## src/rtl/rsd_stream_pkg.sv

```systemverilog
package rsd_stream_pkg;

    typedef enum logic [1:0] {
        ST_IDLE    = 2'd0,
        ST_ACCUM   = 2'd1,
        ST_CONVERT = 2'd2
    } acc_state_e;

    // least e with (2^m)^e >= count
    function automatic int guard_digits(input int count, input int m);
        int     e;
        longint span;
        e    = 0;
        span = 1;
        while (span < longint'(count)) begin
            span = span << m;
            e++;
        end
        return e;
    endfunction

endpackage

```

## src/rtl/rsd_cf_adder.sv

```systemverilog
// Carry-free add of a redundant operand (digits -1..R-1) and a canonical
// operand (digits 0..R-1); result digits stay in -1..R-1.
module rsd_cf_adder #(
    parameter int M = 2,
    parameter int N = 11
) (
    input  logic [N-1:0][M:0]   red_in,
    input  logic [N-1:0][M-1:0] can_in,
    output logic [N-1:0][M:0]   sum_out,
    output logic                top_xfer
);
    localparam int R = 1 << M;
    localparam logic signed [M+1:0] RM1 = (M+2)'(R - 1);
    localparam logic signed [M+1:0] RV  = (M+2)'(R);

    logic [N-1:0] est;   // column sum below R-1
    logic [N-1:0] xfer;  // transfer into the next column

    for (genvar j = 0; j < N; j++) begin : g_dig
        logic signed [M+1:0] a_ext;
        logic signed [M+1:0] b_ext;
        logic signed [M+1:0] z;
        logic signed [M+1:0] mu;
        logic signed [M+1:0] sfull;
        logic                est_below;
        logic                xfer_in;

        assign a_ext = {red_in[j][M], red_in[j]};
        assign b_ext = {2'b00, can_in[j]};
        assign z     = a_ext + b_ext;
        assign est[j] = (z < RM1);

        if (j == 0) begin : g_lsd
            assign est_below = 1'b1;
            assign xfer_in   = 1'b0;
        end else begin : g_upper
            assign est_below = est[j-1];
            assign xfer_in   = xfer[j-1];
        end

        assign xfer[j] = !(est[j] || ((z == RM1) && est_below));
        assign mu      = xfer[j] ? (z - RV) : z;
        assign sfull   = mu + (M+2)'(xfer_in);
        assign sum_out[j] = sfull[M:0];
    end

    assign top_xfer = xfer[N-1];

endmodule

```

## src/rtl/rsd_to_bin.sv

```systemverilog
// Redundant digits to binary: positive magnitudes minus the -1 digits.
module rsd_to_bin #(
    parameter int M = 2,
    parameter int N = 11
) (
    input  logic [N-1:0][M:0] dig_in,
    output logic [N*M-1:0]    bin_out
);
    localparam int W = N * M;

    logic [W-1:0] pos_part;
    logic [W-1:0] neg_part;

    for (genvar j = 0; j < N; j++) begin : g_split
        assign pos_part[j*M +: M] = dig_in[j][M] ? '0 : dig_in[j][M-1:0];
        if (M > 1) begin : g_wide
            assign neg_part[j*M +: M] = {{(M-1){1'b0}}, dig_in[j][M]};
        end else begin : g_narrow
            assign neg_part[j*M] = dig_in[j][M];
        end
    end

    assign bin_out = pos_part - neg_part;

endmodule

```

## src/rtl/rsd_stream_adder.sv

```systemverilog
module rsd_stream_adder
    import rsd_stream_pkg::*;
#(
    parameter int OP_W       = 16,
    parameter int DIGIT_BITS = 2,
    parameter int MAX_OPS    = 20,
    localparam int M     = DIGIT_BITS,
    localparam int Q     = (OP_W + M - 1) / M,
    localparam int EXT   = guard_digits(MAX_OPS, M),
    localparam int N     = Q + EXT,
    localparam int SUM_W = N * M
) (
    input  logic             clk,
    input  logic             rst_n,
    input  logic             in_valid,
    input  logic             in_start,
    input  logic             in_last,
    input  logic [OP_W-1:0]  in_data,
    output logic             out_valid,
    output logic [SUM_W-1:0] out_sum
);

    acc_state_e state_q, state_d;

    logic [N-1:0][M:0]   acc_q;
    logic [N-1:0][M:0]   fin_q;
    logic [N-1:0][M:0]   base_dig;
    logic [N-1:0][M-1:0] op_dig;
    logic [N-1:0][M:0]   add_dig;
    logic                add_top;
    logic [SUM_W-1:0]    conv_bin;
    logic                accept;

    assign op_dig   = SUM_W'(in_data);
    assign base_dig = in_start ? '0 : acc_q;
    assign accept   = in_valid && (in_start || (state_q == ST_ACCUM));

    rsd_cf_adder #(.M(M), .N(N)) u_add (
        .red_in   (base_dig),
        .can_in   (op_dig),
        .sum_out  (add_dig),
        .top_xfer (add_top)
    );

    rsd_to_bin #(.M(M), .N(N)) u_conv (
        .dig_in  (fin_q),
        .bin_out (conv_bin)
    );

    // next state
    always_comb begin
        state_d = state_q;
        unique case (state_q)
            ST_IDLE, ST_CONVERT: begin
                if (accept) state_d = in_last ? ST_CONVERT : ST_ACCUM;
                else        state_d = ST_IDLE;
            end
            ST_ACCUM: begin
                if (accept && in_last) state_d = ST_CONVERT;
            end
            default: state_d = ST_IDLE;
        endcase
    end

    // state register
    always_ff @(posedge clk or negedge rst_n) begin
        if (!rst_n) state_q <= ST_IDLE;
        else        state_q <= state_d;
    end

    // running total and final-total staging
    always_ff @(posedge clk or negedge rst_n) begin
        if (!rst_n) begin
            acc_q <= '0;
            fin_q <= '0;
        end else if (accept) begin
            if (in_last) fin_q <= add_dig;
            else         acc_q <= add_dig;
        end
    end

    // outputs
    always_ff @(posedge clk or negedge rst_n) begin
        if (!rst_n) begin
            out_valid <= 1'b0;
            out_sum   <= '0;
        end else begin
            out_valid <= (state_q == ST_CONVERT);
            if (state_q == ST_CONVERT) out_sum <= conv_bin;
        end
    end

    // ---------------- assertions ----------------
    p_valid_after_last_r3: assert property (@(posedge clk) disable iff (!rst_n)
        (accept && in_last) |=> ##1 out_valid);

    p_no_early_valid_r3: assert property (@(posedge clk) disable iff (!rst_n)
        (state_q != ST_CONVERT) |=> !out_valid);

    p_idle_ignore_r5: assert property (@(posedge clk) disable iff (!rst_n)
        ((state_q != ST_ACCUM) && in_valid && !in_start) |=> (state_q == ST_IDLE));

    p_gap_hold_r6: assert property (@(posedge clk) disable iff (!rst_n)
        ((state_q == ST_ACCUM) && !in_valid) |=> ($stable(acc_q) && (state_q == ST_ACCUM)));

    p_no_overflow_r9: assert property (@(posedge clk) disable iff (!rst_n)
        accept |-> !add_top);

    for (genvar j = 0; j < N; j++) begin : g_chk
        p_digit_range_r8: assert property (@(posedge clk) disable iff (!rst_n)
            ($signed(acc_q[j]) >= -1) && ($signed(fin_q[j]) >= -1));
    end

endmodule

```

## config.mk

```make
export PLATFORM = sky130hd
export DESIGN_NAME = rsd_stream_adder
export DESIGN_NICKNAME = d
export VERILOG_FILES = /design/src/rtl/rsd_stream_pkg.sv /design/src/rtl/rsd_cf_adder.sv /design/src/rtl/rsd_to_bin.sv /design/src/rtl/rsd_stream_adder.sv
export SDC_FILE = /design/constraint.sdc
export NUM_CORES = 1
export LEC_CHECK = 0
export BUFFER_PORTS_ARGS = -buffer_cell sky130_fd_sc_hd__buf_2
export CAP_MARGIN = 20
export CORE_AREA = 2 2 117 119
export CTS_CLUSTER_DIAMETER = 150
export CTS_CLUSTER_SIZE = 24
export DETAILED_ROUTE_END_ITERATION = 10
export DIE_AREA = 0 0 119 121
export PLACE_DENSITY = 0.66
export SLEW_MARGIN = 40
export SYNTH_ARGS = -nofsm -noshare
export SYNTH_HDL_FRONTEND = slang
export SYNTH_SLANG_ARGS = --single-unit
```

## constraint.sdc

```tcl
create_clock -name clk -period 2.6 [get_ports clk]
set_input_delay 0.26 -clock clk [delete_from_list [all_inputs] [get_ports clk]]
set_output_delay 0.26 -clock clk [all_outputs]
set_load 0.01 [all_outputs]
```

==> results.json <==
{
  "vias": 4387,
  "syn_to_final_growth_pct": 25.4,
  "cts_inserted_buffers": 9,
  "synth-simple-area-share_pct": 14.6,
  "critPathRequiredTime_ps": 2830,
  "vdd_drop_max_v": 0.000405,
  "startpoint_type": "register",
  "synth_ff_type": "dfrtp_1",
  "drive_gt1_share_pct": 33.2,
  "grt_usage_pct": 18.6,
  "setup_ws_ps": -64.1,
  "initial_core_util_pct": 43.0,
  "wire_per_inst_um": 15.0,
  "first_pass_iters": 4,
  "hold_class": "in -> reg",
  "final_cell_mix": "91 x dfrtp_1, 54 x nand2_1, 51 x nor2_1",
  "hold_violations": 0,
  "die_h_um": 121,
  "r2r_slack_ps": -60,
  "antenna_cells": 0,
  "antenna_left": 0,
  "r2r_cells": 10,
  "p_leak_nw": 3.14,
  "ys_ff_latch": 91,
  "drv_slew": 0,
  "grt_max_degree": 48,
  "min_period_over_period_pct": 102,
  "rsz0062_at_grt": "true",
  "r2r_end": "fin_q[16]$_DFFE_PN0P_",
  "slew_headroom_pct": 59.2,
  "grt_pass1_wl_um": 21600,
  "die_area_um2": 14400,
  "layout_commonest_cell": "dfrtp_1",
  "cts.reportedPaths.clkPinSlew_ps": 60,
  "r2r_start": "acc_q[9]$_DFFE_PN0P_",
  "syn_inst": 582,
  "critical_path.max_fanout": 3,
  "muxShareOfSynthArea_pct": 8.76,
  "gp_routability_congestion": 0.842,
  "yosys.area.top_type": "dfrtp_1",
  "layout.nets": 720,
  "critPathLaunch": "acc_q[9]$_DFFE_PN0P_",
  "cts-root-buf": "clkbuf_16",
  "worst_ep_arrival_time_ps": 2890,
  "netlist_area_um2": 5630,
  "clock-sinks": 91,
  "post-route-min-period_ps": 2660,
  "drtIter0Drc": 216,
  "dp_slack_ps": -311,
  "synth_seq_area_share_pct": 40.5,
  "setup_violations": 5,
  "overflow": 0,
  "maxCapViolations": 0,
  "antenna_found_initial": 0,
  "ioPinCount": 44,
  "violations": "setup timing",
  "yosys_warnings": 0,
  "worstSetupPathType": "reg -> reg",
  "wl_um": 12500,
  "clock_skew_ps": 7.86,
  "synth-xor-area-share_pct": 5.60,
  "p_per_area_nw_per_um2": 1080,
  "io_buffer_count": 43,
  "cts_buffer_depth": 2,
  "ys_top_cells_by_area": "dfrtp_1 40%, mux2_2 8.4%, ha_1 8.2%",
  "dp_hpwl_um": 9330,
  "outcome": "complete, but fails checks",
  "synth-edff-count": 0,
  "p_total_mw": 7.63,
  "syn_nets": 648,
  "post-synth-top-area-fraction_pct": 40.5,
  "tightest_slew_ps": 612,
  "synthAdderAreaFrac_pct": 11.1,
  "synth_top_family_by_area": "compound AO/OA/AOI/OAI gates",
  "cts_tree": "done",
  "end_kind": "register",
  "synthArstFlopShare_pct": 100,
  "synth.distinct_cells": 61,
  "htreeDepth": 3,
  "clock_latency_ps": 350,
  "core_area_um2": 13100,
  "routed_via_density": 5.25,
  "synth_compound_area_share_pct": 15.1,
  "fmax_mhz": 375,
  "grt_pass1_vias": 4486,
  "hp-start": "in_valid",
  "rows": 42,
  "drc": 0,
  "setup.worst_path.end": "fin_q[16]$_DFFE_PN0P_",
  "die_w_um": 119,
  "syn_area_per_cell_um2": 9.67
}
Yosys cell counts (4+ instances only):
cell and n:
a211o_1 4, a211oi_1 7, a21oi_1 23, a31oi_1 5, buf_2 5, clkbuf_1 16
dfrtp_1 91, fa_1 8, ha_1 37, inv_1 37, mux2_2 42, nand2_1 57
nand2b_1 14, nor2_1 54, nor2b_1 20, nor3_1 6, o21ai_0 48, o21bai_1 5
o31ai_1 6, xnor2_1 21, xor2_1 15
power breakdown:
part	switching (mW)	internal, mW
Sequential	0.525	1.95
Combinational	1.86	1.87
Clock	0.570	0.847
what timing repair did:
item | 4_1_cts | 5_1_grt
endpoints found under the setup margin | 15 | 35
hold buffers | 1 | 0
pin swaps | 10 | 13
gates resized for setup | 13 | 36
hold endpoints to repair | 46 | 0
buffers inserted | 3 | 2
metal layers:
metal / up-vias / wire length (µm) / track usage [%]
li1: 2165 / - / -
met1: 2113 / 6240 / 26.4
met2: 90 / 5630 / 29.2
met3: 19 / 447 / 3.29
met4: 0 / 191 / 5.80
met5: - / 0 / 0
cells by family after synthesis:
family                     after synthesis
DFF                                     91
buffers and inverters                   61
muxes                                   44
xor gates and xnor gates                36
AOI/OAI and AO/OA                      133
adders and majority gates               45
and+or+nand+nor                        172
critical path, cell delays in order, from the launching register on:
cell,delay (ps)
dfrtp_1,380
nor2b_4,140
ha_4,160
fa_2,550
nand2_2,80
a211oi_4,280
nor2b_1,100
a31oi_1,180
ha_2,220
ha_4,200
mux2_4,270
worst min-delay path by stage:
| stage | cells past startpoint | slack [ps] | end |
|---|---|---|---|
| 3_5_place_dp | 1 | 320 | acc_q[3]$_DFFE_PN0P_ |
| 4_1_cts | 3 | 240 | state_q[0]$_DFFE_PN0P_ |
| 5_1_grt | 3 | 250 | state_q[0]$_DFFE_PN0P_ |
| 6_report | 3 | 250 | state_q[0]$_DFFE_PN0P_ |
| 3_3_place_gp | 1 | 310 | acc_q[3]$_DFFE_PN0P_ |
| 2_1_floorplan | 0 | -40 | acc_q[0]$_DFFE_PN0P_ |
stage by stage:
stage	utilization, %	area [µm²]	std cells	hold slack, ps	setup TNS (ps)
floorplan	-	5860	582	-35.6	-1790
global placement	49.6	6490	813	310	-2640
detailed placement	49.6	6490	813	318	-8520
CTS	52.8	6910	833	241	-217
global route	53.9	7060	835	248	-2070
finish	53.9	7060	835	245	-178
sequential cells by signal, summed over array words and instances, names as in the netlist:
register	cells
acc_q	33
fin_q	33
out_sum	22
out_valid	1
state_q	2
cell type report:
type	instances	area (µm²)
clock inverters	7	100
inverters	38	143
fillers	1167	6030
flip-flops and latches	91	2280
well taps	176	220
multi-input cells	430	3520
clock buffers	9	225
repair buffers	84	572
Note: power is estimated with default switching activity, not from simulation.
